===== config.mk =====
export PLATFORM = sky130hd
export DESIGN_NAME = fault_ram
export DESIGN_NICKNAME = d
export VERILOG_FILES = /design/src/rtl/fault_ram_pkg.sv /design/src/rtl/fault_ram_ctrl.sv /design/src/rtl/fault_ram_dp.sv /design/src/rtl/fault_ram.sv
export SDC_FILE = /design/constraint.sdc
export NUM_CORES = 1
export LEC_CHECK = 0
export ABC_CLOCK_PERIOD_IN_PS = 2200
export BUFFER_PORTS_ARGS = -buffer_cell sky130_fd_sc_hd__buf_2
export CORE_ASPECT_RATIO = 1.2
export CORE_UTILIZATION = 50
export CTS_BUF_LIST = sky130_fd_sc_hd__clkbuf_16
export CTS_CLUSTER_SIZE = 28
export DETAILED_ROUTE_END_ITERATION = 16
export GPL_ROUTABILITY_DRIVEN = 0
export PLACE_DENSITY_LB_ADDON = 0.05
export SLEW_MARGIN = 25
export SYNTH_ARGS = -nofsm -noshare
export SYNTH_HDL_FRONTEND = slang
export SYNTH_HIERARCHICAL = 1
export SYNTH_SLANG_ARGS = --single-unit

===== constraint.sdc =====
create_clock -name clk -period 2.2 [get_ports clk]
set_input_delay 0.44 -clock clk [delete_from_list [all_inputs] [get_ports clk]]
set_output_delay 0.44 -clock clk [all_outputs]
set_load 0.01 [all_outputs]

===== src/rtl/fault_ram_pkg.sv =====
package fault_ram_pkg;

  typedef enum logic [2:0] {
    FK_NONE      = 3'd0,
    FK_STUCK     = 3'd1,
    FK_TRANS     = 3'd2,
    FK_COUPLE    = 3'd3,
    FK_BR_AND    = 3'd4,
    FK_BR_OR     = 3'd5,
    FK_DEC_NONE  = 3'd6,
    FK_DEC_MULTI = 3'd7
  } faultKind_e;

  typedef struct packed {
    faultKind_e kind;
    logic       value;
    logic       trigger;
  } faultCfg_t;

  // per-access strobes from control to datapath
  typedef struct packed {
    logic wrCell;   // write the addressed cell
    logic wrAlias;  // also write the aggressor cell
    logic rdCell;   // a read is requested
    logic rdZero;   // read returns constant 0
    logic rdAlias;  // read returns victim AND aggressor
  } ramStrobe_t;

endpackage


===== src/rtl/fault_ram_ctrl.sv =====
module fault_ram_ctrl
  import fault_ram_pkg::*;
#(
  parameter int AW = 4
) (
  input  logic          clk,
  input  logic          rstN,
  input  logic          cfgLoad,
  input  logic [2:0]    cfgKind,
  input  logic [AW-1:0] cfgVictim,
  input  logic [AW-1:0] cfgAggressor,
  input  logic          cfgValue,
  input  logic          cfgTrigger,
  input  logic          memEn,
  input  logic          memWe,
  input  logic [AW-1:0] memAddr,
  output faultCfg_t     cfgQ,
  output logic [AW-1:0] victimQ,
  output logic [AW-1:0] aggressorQ,
  output ramStrobe_t    stb
);

  always_ff @(posedge clk) begin
    if (!rstN) begin
      cfgQ       <= '{kind: FK_NONE, value: 1'b0, trigger: 1'b0};
      victimQ    <= '0;
      aggressorQ <= '0;
    end else if (cfgLoad) begin
      cfgQ       <= '{kind: faultKind_e'(cfgKind), value: cfgValue, trigger: cfgTrigger};
      victimQ    <= cfgVictim;
      aggressorQ <= cfgAggressor;
    end
  end

  logic wrReq, rdReq, hitVictim;
  assign wrReq     = memEn && memWe;
  assign rdReq     = memEn && !memWe;
  assign hitVictim = (memAddr == victimQ);

  always_comb begin
    stb         = '0;
    stb.rdCell  = rdReq;
    stb.wrCell  = wrReq && !(cfgQ.kind == FK_DEC_NONE && hitVictim);
    stb.wrAlias = wrReq && cfgQ.kind == FK_DEC_MULTI && hitVictim;
    stb.rdZero  = rdReq && cfgQ.kind == FK_DEC_NONE && hitVictim;
    stb.rdAlias = rdReq && cfgQ.kind == FK_DEC_MULTI && hitVictim;
  end

  // settings move only on a load cycle
  a_r3_cfg_hold: assert property (@(posedge clk) disable iff (!rstN)
    !cfgLoad |=> ($stable(cfgQ) && $stable(victimQ) && $stable(aggressorQ)));

  // the decoder strobes never fire together
  a_r10_strobe_excl: assert property (@(posedge clk) disable iff (!rstN)
    $onehot0({stb.rdZero, stb.rdAlias, stb.wrAlias}));

endmodule


===== src/rtl/fault_ram_dp.sv =====
module fault_ram_dp
  import fault_ram_pkg::*;
#(
  parameter int DEPTH = 16,
  localparam int AW = $clog2(DEPTH)
) (
  input  logic          clk,
  input  logic          rstN,
  input  faultCfg_t     cfgQ,
  input  logic [AW-1:0] victimQ,
  input  logic [AW-1:0] aggressorQ,
  input  ramStrobe_t    stb,
  input  logic [AW-1:0] memAddr,
  input  logic          memWdata,
  output logic          memRdata,
  output logic          memRvalid
);

  logic [DEPTH-1:0] cells;
  logic vicBit, aggBit, hitVic, hitAgg, blocked, view;

  assign vicBit = cells[victimQ];
  assign aggBit = cells[aggressorQ];
  assign hitVic = (memAddr == victimQ);
  assign hitAgg = (memAddr == aggressorQ);

  // transition fault: the victim cannot move into cfgQ.value
  assign blocked = cfgQ.kind == FK_TRANS && hitVic &&
                   memWdata == cfgQ.value && vicBit != cfgQ.value;

  always_ff @(posedge clk) begin
    if (!rstN) begin
      cells <= '0;
    end else begin
      if (stb.wrCell && !blocked) cells[memAddr] <= memWdata;
      if (stb.wrAlias) cells[aggressorQ] <= memWdata;
    end
  end

  // read-path faults
  always_comb begin
    view = cells[memAddr];
    case (cfgQ.kind)
      FK_STUCK:  if (hitVic) view = cfgQ.value;
      FK_COUPLE: if (hitVic && aggBit == cfgQ.trigger) view = cfgQ.value;
      FK_BR_AND: if (hitVic || hitAgg) view = vicBit & aggBit;
      FK_BR_OR:  if (hitVic || hitAgg) view = vicBit | aggBit;
      default:   ;
    endcase
    if (stb.rdZero) view = 1'b0;
    else if (stb.rdAlias) view = vicBit & aggBit;
  end

  always_ff @(posedge clk) begin
    if (!rstN) begin
      memRdata  <= 1'b0;
      memRvalid <= 1'b0;
    end else begin
      memRvalid <= stb.rdCell;
      if (stb.rdCell) memRdata <= view;
    end
  end

  // a blocked transition leaves the victim unchanged
  a_r5_trans_block: assert property (@(posedge clk) disable iff (!rstN)
    (stb.wrCell && cfgQ.kind == FK_TRANS && hitVic && memWdata == cfgQ.value &&
     vicBit != cfgQ.value) |=> (cells[victimQ] == $past(vicBit)));

  // a multi-access write lands in the aggressor too
  a_r10_multi_write: assert property (@(posedge clk) disable iff (!rstN)
    stb.wrAlias |=> (cells[$past(aggressorQ)] == $past(memWdata)));

  // a lost write leaves the victim unchanged
  a_r9_lost_write: assert property (@(posedge clk) disable iff (!rstN)
    (cfgQ.kind == FK_DEC_NONE && hitVic && !stb.wrCell && !stb.rdCell &&
     !stb.wrAlias) |=> $stable(cells[victimQ]));

endmodule


===== src/rtl/fault_ram.sv =====
module fault_ram
  import fault_ram_pkg::*;
#(
  parameter int DEPTH = 16,
  localparam int AW = $clog2(DEPTH)
) (
  input  logic          clk,
  input  logic          rstN,
  input  logic          cfgLoad,
  input  logic [2:0]    cfgKind,
  input  logic [AW-1:0] cfgVictim,
  input  logic [AW-1:0] cfgAggressor,
  input  logic          cfgValue,
  input  logic          cfgTrigger,
  input  logic          memEn,
  input  logic          memWe,
  input  logic [AW-1:0] memAddr,
  input  logic          memWdata,
  output logic          memRdata,
  output logic          memRvalid
);

  faultCfg_t     cfgQ;
  logic [AW-1:0] victimQ, aggressorQ;
  ramStrobe_t    stb;

  fault_ram_ctrl #(.AW(AW)) u_ctrl (
    .clk(clk), .rstN(rstN), .cfgLoad(cfgLoad), .cfgKind(cfgKind),
    .cfgVictim(cfgVictim), .cfgAggressor(cfgAggressor), .cfgValue(cfgValue),
    .cfgTrigger(cfgTrigger), .memEn(memEn), .memWe(memWe), .memAddr(memAddr),
    .cfgQ(cfgQ), .victimQ(victimQ), .aggressorQ(aggressorQ), .stb(stb)
  );

  fault_ram_dp #(.DEPTH(DEPTH)) u_dp (
    .clk(clk), .rstN(rstN), .cfgQ(cfgQ), .victimQ(victimQ),
    .aggressorQ(aggressorQ), .stb(stb), .memAddr(memAddr),
    .memWdata(memWdata), .memRdata(memRdata), .memRvalid(memRvalid)
  );

  // every read request yields a valid pulse one edge later
  a_r2_read_valid: assert property (@(posedge clk) disable iff (!rstN)
    (memEn && !memWe) |=> memRvalid);

  a_r2_no_spurious: assert property (@(posedge clk) disable iff (!rstN)
    !(memEn && !memWe) |=> !memRvalid);

  // stuck victim reads its stuck value
  a_r4_stuck_read: assert property (@(posedge clk) disable iff (!rstN)
    (memEn && !memWe && cfgQ.kind == FK_STUCK && memAddr == victimQ)
      |=> (memRdata == $past(cfgQ.value)));

  // unreachable address reads 0
  a_r9_noacc_read: assert property (@(posedge clk) disable iff (!rstN)
    (memEn && !memWe && cfgQ.kind == FK_DEC_NONE && memAddr == victimQ)
      |=> !memRdata);

endmodule


## Word-level counts from Yosys, hierarchy flattened

Cells that the tools add are included.

| cells by class | value |
|---|---|
| $lt $le $gt $ge | 5 |
| eq/ne operators | 12 |
| mux-type cells | 22 |
| bitwise operators | 2 |
| reduce and logical (&&, ||, !) cells | 21 |

Operator list:

| kind | count |
|---|---|
| 16-bit two-way mux | 3 |
| 16-bit bitwise mux | 2 |
| 1-bit logical AND | 17 |
| 4-bit by 5-bit less-than comparator with 1-bit output, second input constant | 3 |
| 1-bit binary-select mux with 4-bit select | 3 |
| 3-bit == test, second input constant | 4 |
| 1-bit two-way mux | 11 |
| 1-bit demux with 4-bit select | 2 |
| 4-bit == test | 2 |
| 4-bit by 1-bit greater-or-equal comparator with 1-bit output, second input constant | 2 |
| 3-bit by 2-bit == test with 1-bit output, second input constant | 2 |
| 1-bit one-hot mux with 4 select lines | 1 |
| 3-bit by 1-bit == test with 1-bit output, second input constant | 1 |
| 1-bit logical NOT | 3 |
| 1-bit == test | 2 |
| 1-bit AND | 1 |
| 1-bit logical OR | 1 |
| 1-bit inequality test | 1 |
| 1-bit OR | 1 |

| storage, ports and cells | value |
|---|---|
| register bits | 31 |
| input bits | 23 |
| word-level logic and storage cells | 70 |

## Depth between registers and ports, before layout

Gate-level depths: netlist of the first run.

| logic depth | value |
|---|---|
| depth after elaboration | 10 |
| depth in mapped cells | 9 |
| depth with buffers taken out | 9 |

## Hierarchy

Netlist of the first run, hierarchy kept.

By module, submodules not included:

| module | times used | cells an instance | area an instance (um^2) | seq. area each (um^2) |
|---|---|---|---|---|
| fault_ram_dp | 1 | 192 | 1766.7 | 360.3 |
| fault_ram_ctrl | 1 | 57 | 585.6 | 260.2 |

## Worst setup path before layout of the first run

Ideal clock, no wire load.

| timing path | value |
|---|---|
| kind | register -> register |
| from | reg u_ctrl.aggressorQ[2] |
| to | reg u_dp.memRdata |
| setup time | 0.117 ns |
| arrival | 2.303 ns |
| setup slack | -0.220 ns |
| cell stages (with the launch flop) | 9 |
| buffers on the path | 1 |
| period minus slack after synthesis | 2.420 ns |
| cell sequence | dfxtp_1 > buf_6 > mux4_2 > mux4_2 > xnor2_1 > a21oi_1 > a31oi_1 > o211ai_1 > a32o_1 |

| between the ends | value |
|---|---|
| longest elaborated chain between the ends | 8 |
| elaborated cells between the ends (all ways) | 14 |

RTL lines:

| what | line | RTL |
|---|---|---|
| start, declared | fault_ram_ctrl.sv:19 | `output logic [AW-1:0] aggressorQ,` |
| start signal, assigned | fault_ram_ctrl.sv:31 | `aggressorQ <= cfgAggressor;` |
| 1-bit binary-select mux with 4-bit select | fault_ram_dp.sv:23 | `assign aggBit = cells[aggressorQ];` |
| 1-bit two-way mux (implied by the code) | fault_ram_dp.sv:23 |  |
| 1-bit == test | fault_ram_dp.sv:45 | `FK_COUPLE: if (hitVic && aggBit == cfgQ.trigger) view = cfgQ.value;` |
| 1-bit logical AND | fault_ram_dp.sv:45 |  |
| 1-bit two-way mux | fault_ram_dp.sv:45 |  |
| 1-bit one-hot mux with 4 select lines | fault_ram_dp.sv:43 | `case (cfgQ.kind)` |
| 1-bit two-way mux * | fault_ram_dp.sv:51 | `else if (stb.rdAlias) view = vicBit & aggBit;` |
| 1-bit two-way mux * | fault_ram_dp.sv:50 | `if (stb.rdZero) view = 1'b0;` |
| end signal, assigned | fault_ram_dp.sv:60 | `if (stb.rdCell) memRdata <= view;` |
| end, declared | fault_ram_dp.sv:15 | `output logic memRdata,` |

Every way passes the cells marked *; elsewhere a longest branch is shown, timed or not. The select of a mux whose other input is x is not followed.
A chain may end at the register's enable or synchronous reset.

## Worst setup path after layout of the first run

| timing path | value |
|---|---|
| from | reg u_ctrl.victimQ[0] |
| to | reg u_dp.cells[4] |

| between the ends | value |
|---|---|
| longest elaborated chain between the ends | 10 |
| elaborated cells between the ends (all ways) | 17 |

RTL lines:

| what | line | RTL |
|---|---|---|
| start, declared | fault_ram_ctrl.sv:18 | `output logic [AW-1:0] victimQ,` |
| start signal, assigned | fault_ram_ctrl.sv:30 | `victimQ <= cfgVictim;` |
| 1-bit binary-select mux with 4-bit select or 4-bit == test (tied branches) | fault_ram_dp.sv:22, fault_ram_ctrl.sv:38, fault_ram_dp.sv:24 |  |
| 1-bit two-way mux (implied by the code) or 1-bit logical AND (tied branches) | fault_ram_dp.sv:22, fault_ram_dp.sv:28 |  |
| 1-bit inequality test or 1-bit logical AND (tied branches) | fault_ram_dp.sv:29, fault_ram_dp.sv:28 |  |
| 1-bit logical AND | fault_ram_dp.sv:29 | `memWdata == cfgQ.value && vicBit != cfgQ.value;` |
| 1-bit logical NOT | fault_ram_dp.sv:35 | `if (stb.wrCell && !blocked) cells[memAddr] <= memWdata;` |
| 1-bit logical AND | fault_ram_dp.sv:35 |  |
| 16-bit two-way mux | fault_ram_dp.sv:35 |  |
| 16-bit two-way mux | fault_ram_dp.sv:32 | `if (!rstN) begin` |
| 16-bit bitwise mux | fault_ram_dp.sv:36 | `if (stb.wrAlias) cells[aggressorQ] <= memWdata;` |
| 16-bit two-way mux * | fault_ram_dp.sv:36 |  |
| end signal, assigned by index | fault_ram_dp.sv:35 |  |
| end signal, assigned by index | fault_ram_dp.sv:36 |  |
| end, declared | fault_ram_dp.sv:19 | `logic [DEPTH-1:0] cells;` |

Marked as above.

==> run_summary.xml, run 1 <==
<?xml version="1.0" encoding="UTF-8"?>
<metrics>
  <group name="run_status">
    <metric name="status" unit="">finished with violations</metric>
    <metric name="violations" unit="">negative setup slack</metric>
  </group>
  <group name="setup_path">
    <metric name="reg2reg_setup_slack" unit="ns">-0.20</metric>
    <metric name="crit_buf_inv" unit="">1</metric>
    <metric name="worstSetupEndpointType" unit="">flip-flop</metric>
    <metric name="worst_setup_path_start_kind" unit="">flip-flop</metric>
    <metric name="timing.critical_path.mode_cell" unit="">mux4_2</metric>
    <metric name="path_class" unit="">flip-flop to flip-flop</metric>
    <metric name="cp.required" unit="ns">2.37</metric>
    <metric name="path_delay_family" unit="">multiplexers</metric>
    <metric name="biggest_cell_delay_along_the_critical_path" unit="ns">0.52</metric>
    <metric name="cpMaxStageDelayCell" unit="">mux4_2</metric>
    <metric name="timing.critical_path.fanout_max" unit="">16</metric>
    <metric name="crit_arrival" unit="ns">2.57</metric>
    <metric name="cp_cell_sequence" unit="">mux4_2 -&gt; mux4_2 -&gt; nand2_2 -&gt; a21oi_4 -&gt; buf_12 -&gt; nor4_2 -&gt; mux2i_1 -&gt; a21oi_1</metric>
  </group>
  <group name="detailed_routing">
    <metric name="detail_route.wirelength" unit="um">6600</metric>
    <metric name="route.detailed.drc" unit="">0</metric>
    <metric name="viasPerCell" unit="">5.94</metric>
    <metric name="avgRoutedWirePerCell" unit="um">17.8</metric>
    <metric name="initialDrtViolationCount" unit="">116</metric>
    <metric name="dr_total_vias" unit="">2203</metric>
    <metric name="route.antenna.remaining_nets" unit="">0</metric>
    <metric name="dr.pass1.iters" unit="">4</metric>
  </group>
  <group name="cells_and_area">
    <metric name="synth_to_final_area_change" unit="%">29.1</metric>
    <metric name="instances_no_fill" unit="">371</metric>
    <metric name="drive_gt1_share" unit="%">39.0</metric>
    <metric name="antennaDiodeCount" unit="">0</metric>
    <metric name="mostFrequentLayoutCell" unit="">buf_4</metric>
    <metric name="num-nets-final" unit="">337</metric>
    <metric name="layout_common_cells" unit="">buf_4 (49), dfxtp_1 (28), buf_2 (24)</metric>
  </group>
  <group name="grt">
    <metric name="globalRouteOverflowTotal" unit="">0</metric>
    <metric name="vias_in_the_first_global_route" unit="">2161</metric>
    <metric name="antenna_found_initial" unit="">0</metric>
    <metric name="global_route.usage.total" unit="%">28.6</metric>
    <metric name="first_pass_grt_wire_length" unit="um">10700</metric>
    <metric name="grt_start_max_net_pins" unit="">25</metric>
  </group>
  <group name="floorplan">
    <metric name="die_height" unit="um">77.1</metric>
    <metric name="floorplan.initialDensity" unit="%">53.6</metric>
    <metric name="die_x_extent" unit="um">64.6</metric>
    <metric name="design.core.area" unit="mm^2">0.00439</metric>
    <metric name="core.rowCount" unit="">26</metric>
    <metric name="num_io_pins" unit="">25</metric>
    <metric name="floorplan.die_area" unit="mm^2">0.00498</metric>
  </group>
  <group name="timing">
    <metric name="setup-violations-final" unit="">17</metric>
    <metric name="timing_worst_slew_pin_value" unit="ns">0.445</metric>
    <metric name="report.final.slew_viol_count" unit="">0</metric>
    <metric name="hold_viol_final" unit="">0</metric>
    <metric name="setup_slack" unit="ns">-0.201</metric>
    <metric name="timing.final.crit_share" unit="%">109</metric>
    <metric name="max_freq" unit="GHz">0.416</metric>
    <metric name="finClkSkew" unit="ns">0.00331</metric>
    <metric name="final.setup.tns" unit="ns">-2.90</metric>
    <metric name="max_slew_margin" unit="%">70.0</metric>
    <metric name="layout_min_cycle_time" unit="ns">2.40</metric>
    <metric name="rsz0062_at_grt" unit="">yes</metric>
  </group>
  <group name="pwr">
    <metric name="power_leakage" unit="nW">1.14</metric>
    <metric name="power-per-cell-area" unit="mW/mm^2">544</metric>
    <metric name="irDropWorstVdd" unit="V">0.000441</metric>
  </group>
  <group name="logic_synthesis">
    <metric name="ys_ff_latch" unit="">31</metric>
    <metric name="synth.distinct_cells" unit="">51</metric>
    <metric name="synthCells" unit="">249</metric>
    <metric name="synth.yosys.seq_area_share" unit="%">26.4</metric>
    <metric name="synth.net_count" unit="">272</metric>
    <metric name="synth_warnings" unit="">6</metric>
    <metric name="syn_area_per_cell" unit="um^2">9.45</metric>
    <metric name="syn_area" unit="mm^2">0.00235</metric>
    <metric name="async_reset_ff_share" unit="%">0</metric>
    <metric name="synth-edff-count" unit="">0</metric>
    <metric name="yosys_most_used_dff" unit="">dfxtp_1</metric>
  </group>
  <group name="cts">
    <metric name="cts_tree" unit="">done</metric>
    <metric name="cell_chosen_for_the_clock_root" unit="">clkbuf_16</metric>
    <metric name="clk_transition_reported_paths" unit="ns">0.05</metric>
    <metric name="numCtsBuffers" unit="">5</metric>
    <metric name="clkSinkCount" unit="">31</metric>
    <metric name="clock_insertion_delay_worst_skew" unit="ns">0.28</metric>
    <metric name="cts.path.max_buffers" unit="">2</metric>
    <metric name="clock_tree.htree_level_count" unit="">2</metric>
  </group>
  <group name="job">
    <metric name="max-cap-violations" unit="">0</metric>
  </group>
  <group name="placement">
    <metric name="placed_cells_incl_taps" unit="">362</metric>
    <metric name="port_buffers" unit="">24</metric>
    <metric name="detailedPlacementHpwl" unit="um">5000</metric>
  </group>
  <group name="min_path">
    <metric name="hold_path_class" unit="">primary input to flip-flop</metric>
  </group>
</metrics>
where the power goes:
group	internal [W]	switching, W	total, W	leakage, nW
combinational	0.000126	0.000131	0.000258	0.800
clock	0.000528	0.000260	0.000788	0.0812
sequential	0.000579	0.0000258	0.000605	0.254
kinds of logic after synthesis:
group / Yosys count / share of synthesized area [%]
simple gates: 101 / 24.5
xor+xnor: 13 / 4.84
buf+inv: 22 / 7.77
mux: 37 / 23.9
compound gates: 45 / 12.7
flops: 31 / 26.4
registers in the layout, summed over array words and instances (netlist names):
name               count
u_dp/cells            16
u_ctrl/cfgQ            5
u_ctrl/aggressorQ      4
u_ctrl/victimQ         4
u_dp/memRdata          1
u_dp/memRvalid         1
area by class of cell:
| cell class | instances | area, um^2 |
|---|---|---|
| Clock buffer | 5 | 125 |
| Clock inverter | 3 | 38.8 |
| Fill cell | 362 | 1360 |
| Inverter | 5 | 18.8 |
| Multi-Input combinational cell | 196 | 1630 |
| Sequential cell | 31 | 629 |
| Tap cell | 56 | 70.1 |
| Timing Repair Buffer | 75 | 528 |
cells in the mapped netlist, drive strengths merged (7+ instances only):
cell type / n / area (um^2)
dfxtp: 31 / 621
mux2i: 22 / 220
nand2: 22 / 85.1
o21ai: 18 / 90.1
nor2b: 16 / 100
mux4: 14 / 330
nand3: 13 / 65.1
nand2b: 10 / 62.6
clkbuf: 9 / 98.8
xnor2: 9 / 78.8
a21oi: 8 / 51.3
buf: 8 / 65.1
nor2: 8 / 30.0
nor4: 8 / 56.3
nor3: 7 / 40.0
metal layers:
metal  vias up  wire length [um]  track usage [%]
li1       1062                 -                -
met5         -                 0                0
met3        12               342             5.80
met1      1046              2660             35.1
met4         0               146             10.7
met2        83              3450             48.6
stage by stage:
stage / setup WS [ns] / total power (W) / instance area [um^2] / hold WS, ns / utilization (%)
5_1_grt: -0.295 / 0.00172 / 3040 / 0.431 / 69.1
4_1_cts: -0.197 / 0.00165 / 3030 / 0.422 / 68.9
3_3_place_gp: -0.224 / 0.000856 / 2770 / 0.488 / 63.0
3_5_place_dp: -0.319 / 0.000861 / 2770 / 0.491 / 63.0
2_1_floorplan: -0.155 / 0.000773 / 2340 / 0.445 / -
6_report: -0.201 / 0.00165 / 3040 / 0.421 / 69.1
worst register-to-register path, delay by kind of cell, from the launching register on:
| kind | cells | cell delay (ns) |
|---|---|---|
| AOI/OAI and AO/OA | 2 | 0.14 |
| and+or+nand+nor | 2 | 0.35 |
| muxes | 3 | 1.25 |
| DFF | 1 | 0.39 |
| buffers and inverters | 1 | 0.15 |
final timing paths:
kind / start / end / cells past startpoint
min reg2reg: u_dp/cells[10] / u_dp/cells[10] / 2
min: cfgKind[1] / u_ctrl/cfgQ[3] / 3
max: u_ctrl/victimQ[0] / u_dp/cells[4] / 8
max reg2reg: u_ctrl/victimQ[0] / u_dp/cells[4] / 8
repair_timing:
item | CTS | global route
gates resized for setup | 20 | 3
buffers inserted | 1 | 0
hold buffers | 0 | 0
pin swaps | 1 | 1
setup endpoints to repair | 17 | 17
No activity file was read; power rests on OpenSTA's default activity.
==> inputs of run 2 (changes only) <==
--- a/config.mk
+++ b/config.mk
@@ -7,12 +7,13 @@
 export LEC_CHECK = 0
 export ABC_CLOCK_PERIOD_IN_PS = 2200
 export BUFFER_PORTS_ARGS = -buffer_cell sky130_fd_sc_hd__buf_2
-export CORE_ASPECT_RATIO = 1.2
+export CORE_ASPECT_RATIO = 2
 export CORE_UTILIZATION = 50
 export CTS_BUF_LIST = sky130_fd_sc_hd__clkbuf_16
 export CTS_CLUSTER_SIZE = 28
 export DETAILED_ROUTE_END_ITERATION = 16
 export GPL_ROUTABILITY_DRIVEN = 0
+export GPL_TIMING_DRIVEN = 0
 export PLACE_DENSITY_LB_ADDON = 0.05
 export SLEW_MARGIN = 25
 export SYNTH_ARGS = -nofsm -noshare
==> run 2 against run 1 <==
- the run still ends with negative setup slack left
- die area rose by 0.31%
- wire length fell by 0.71%
- sequential share of layout area rose by 1.7 points
- via count fell by 5.4%
- critical path depth rose by 1
- worst setup slack got worse by 0.21 ns
- combinational power fell by 8.1%
==> run_summary.xml, run 2 (synthesis results as in run 1) <==
<?xml version="1.0" encoding="UTF-8"?>
<metrics>
  <group name="run_status">
    <metric name="status" unit="">finished with violations</metric>
    <metric name="violations" unit="">negative setup slack</metric>
  </group>
  <group name="cells_and_area">
    <metric name="fillCellCount" unit="">424</metric>
    <metric name="drive_gt1_share" unit="%">29.9</metric>
    <metric name="layout_common_cells" unit="">dfxtp_1 (29), buf_2 (23), mux2i_1 (22)</metric>
    <metric name="biggestRegsByFlops" unit="">u_dp/cells x16, u_ctrl/cfgQ x5</metric>
    <metric name="num-nets-final" unit="">306</metric>
    <metric name="final_core_util" unit="%">61.6</metric>
    <metric name="antennaDiodeCount" unit="">0</metric>
    <metric name="mostFrequentLayoutCell" unit="">dfxtp_1</metric>
    <metric name="synth_to_final_area_change" unit="%">19.3</metric>
    <metric name="registers.top_by_ff_count" unit="">u_dp/cells</metric>
    <metric name="instances_no_fill" unit="">339</metric>
    <metric name="largest_register_ff_count" unit="">16</metric>
  </group>
  <group name="floorplan">
    <metric name="num_io_pins" unit="">25</metric>
    <metric name="die_x_extent" unit="um">50.5</metric>
    <metric name="design.core.area" unit="mm^2">0.00455</metric>
    <metric name="floorplan.initialDensity" unit="%">51.6</metric>
    <metric name="die_height" unit="um">99</metric>
    <metric name="core.rowCount" unit="">35</metric>
    <metric name="floorplan.die_area" unit="mm^2">0.00500</metric>
  </group>
  <group name="grt">
    <metric name="antenna_found_initial" unit="">0</metric>
    <metric name="global_route.usage.total" unit="%">28.4</metric>
    <metric name="first_pass_grt_wire_length" unit="um">10300</metric>
    <metric name="vias_in_the_first_global_route" unit="">2058</metric>
    <metric name="grt_start_max_net_pins" unit="">11</metric>
    <metric name="globalRouteOverflowTotal" unit="">0</metric>
  </group>
  <group name="cts">
    <metric name="cts_hold_buf" unit="">0</metric>
    <metric name="cts_tree" unit="">done</metric>
    <metric name="cts.path.max_buffers" unit="">2</metric>
    <metric name="cell_chosen_for_the_clock_root" unit="">clkbuf_16</metric>
    <metric name="clk_transition_reported_paths" unit="ns">0.05</metric>
    <metric name="clock_insertion_delay_worst_skew" unit="ns">0.27</metric>
    <metric name="clkSinkCount" unit="">31</metric>
    <metric name="clock_tree.htree_level_count" unit="">2</metric>
    <metric name="numCtsBuffers" unit="">5</metric>
  </group>
  <group name="timing">
    <metric name="report.final.slew_viol_count" unit="">0</metric>
    <metric name="rsz0062_at_grt" unit="">yes</metric>
    <metric name="setup_slack" unit="ns">-0.412</metric>
    <metric name="timing_worst_slew_pin_value" unit="ns">0.552</metric>
    <metric name="finClkSkew" unit="ns">0.00277</metric>
    <metric name="max_freq" unit="GHz">0.383</metric>
    <metric name="hold_viol_final" unit="">0</metric>
    <metric name="max_slew_margin" unit="%">62.9</metric>
    <metric name="timing.final.crit_share" unit="%">119</metric>
    <metric name="final.setup.tns" unit="ns">-5.95</metric>
    <metric name="setup-violations-final" unit="">17</metric>
    <metric name="layout_min_cycle_time" unit="ns">2.61</metric>
  </group>
  <group name="min_path">
    <metric name="hold_path_class" unit="">primary input to flip-flop</metric>
    <metric name="min-delay-start" unit="">cfgValue</metric>
    <metric name="worstHoldPathCells" unit="">3</metric>
    <metric name="hold_end" unit="">u_ctrl/cfgQ[1]</metric>
  </group>
  <group name="setup_path">
    <metric name="critical_path.reg2reg.startpoint" unit="">u_ctrl/victimQ[0]</metric>
    <metric name="destination_of_the_worst_register_to_register_timing_path" unit="">u_dp/cells[8]</metric>
    <metric name="crit_arrival" unit="ns">2.77</metric>
    <metric name="cp.required" unit="ns">2.36</metric>
    <metric name="depth_of_the_worst_register_to_register_path" unit="">9</metric>
    <metric name="reg2reg_setup_slack" unit="ns">-0.41</metric>
    <metric name="timing.critical_path.fanout_max" unit="">8</metric>
    <metric name="worstSetupEndpointType" unit="">flip-flop</metric>
    <metric name="worst_setup_path_start_kind" unit="">flip-flop</metric>
    <metric name="path_class" unit="">flip-flop to flip-flop</metric>
  </group>
  <group name="placement">
    <metric name="detailedPlacementHpwl" unit="um">5020</metric>
    <metric name="placed_cells_incl_taps" unit="">326</metric>
    <metric name="dp_worst_setup_slack" unit="ns">-0.610</metric>
    <metric name="port_buffers" unit="">22</metric>
  </group>
  <group name="detailed_routing">
    <metric name="route.detailed.drc" unit="">0</metric>
    <metric name="avgRoutedWirePerCell" unit="um">19.3</metric>
    <metric name="route.antenna.remaining_nets" unit="">0</metric>
    <metric name="dr_total_vias" unit="">2083</metric>
    <metric name="detail_route.wirelength" unit="um">6550</metric>
    <metric name="viasPerCell" unit="">6.14</metric>
    <metric name="initialDrtViolationCount" unit="">64</metric>
    <metric name="dr.pass1.iters" unit="">4</metric>
  </group>
  <group name="job">
    <metric name="max-cap-violations" unit="">0</metric>
  </group>
  <group name="pwr">
    <metric name="irDropWorstVdd" unit="V">0.000412</metric>
    <metric name="power_leakage" unit="nW">0.983</metric>
    <metric name="power-per-cell-area" unit="mW/mm^2">534</metric>
  </group>
</metrics>
## run 2: worst max-delay path, cell delays in order, from the launching register on
cell and delay (ns):
dfxtp_4 0.37, buf_8 0.12, mux4_2 0.49, mux4_2 0.56, nand3b_4 0.20, a21oi_4 0.30, buf_6 0.18, o22ai_1 0.10
nand3_1 0.10, o21ai_1 0.07
## run 2: worst max path at each step
stage          depth (start not counted)              to               from  slack, ns
2_1_floorplan                          9   u_dp/cells[3]  u_ctrl/victimQ[0]      -0.15
3_3_place_gp                          10  u_dp/cells[15]         memAddr[3]      -0.62
3_5_place_dp                          10   u_dp/cells[0]         memAddr[3]      -0.61
4_1_cts                                9   u_dp/cells[8]  u_ctrl/victimQ[0]      -0.36
5_1_grt                                9   u_dp/cells[4]  u_ctrl/victimQ[0]      -0.49
6_report                               9   u_dp/cells[8]  u_ctrl/victimQ[0]      -0.41
## run 2: layout make-up
class                           count  area, um^2  area share, %
Clock buffer                        5         125           4.46
Tap cell                           55        68.8           2.45
Multi-Input combinational cell    196        1620           57.6
Sequential cell                    31         628           22.4
Timing Repair Buffer               27         164           5.84
Clock inverter                      3        12.5          0.446
Buffer                             17         171           6.11
Inverter                            5        18.8          0.669
## run 2: power breakdown
part	leakage (nW)	internal (W)	switching (W)
combinational	0.653	0.000117	0.000120
sequential	0.254	0.000579	0.0000306
clock	0.0762	0.000408	0.000243
total	0.983	0.00110	0.000393
## run 2: per-stage QoR
stage	cell area [um^2]	power, W	hold WS (ns)
2_1_floorplan	2340	0.000773	0.445
3_3_place_gp	2520	0.000841	0.475
3_5_place_dp	2520	0.000844	0.482
6_report	2810	0.00150	0.424
5_1_grt	2810	0.00156	0.430
4_1_cts	2750	0.00151	0.425
## run 2: per-layer routing
| metal | up-vias | wire (um) | GRT usage [%] |
|---|---|---|---|
| met5 | - | 0 | 0 |
| met4 | 0 | 430 | 20.5 |
| met3 | 30 | 176 | 3.86 |
| li1 | 998 | - | - |
| met1 | 994 | 2330 | 27.2 |
| met2 | 61 | 3620 | 52.5 |
## run 2: timing repair
| action | CTS | global route |
|---|---|---|
| setup buffers | 3 | 1 |
| gates cloned | 1 | 0 |
| resized for setup | 12 | 10 |
| pin swaps | 7 | 3 |
| endpoints found under the setup margin | 17 | 17 |
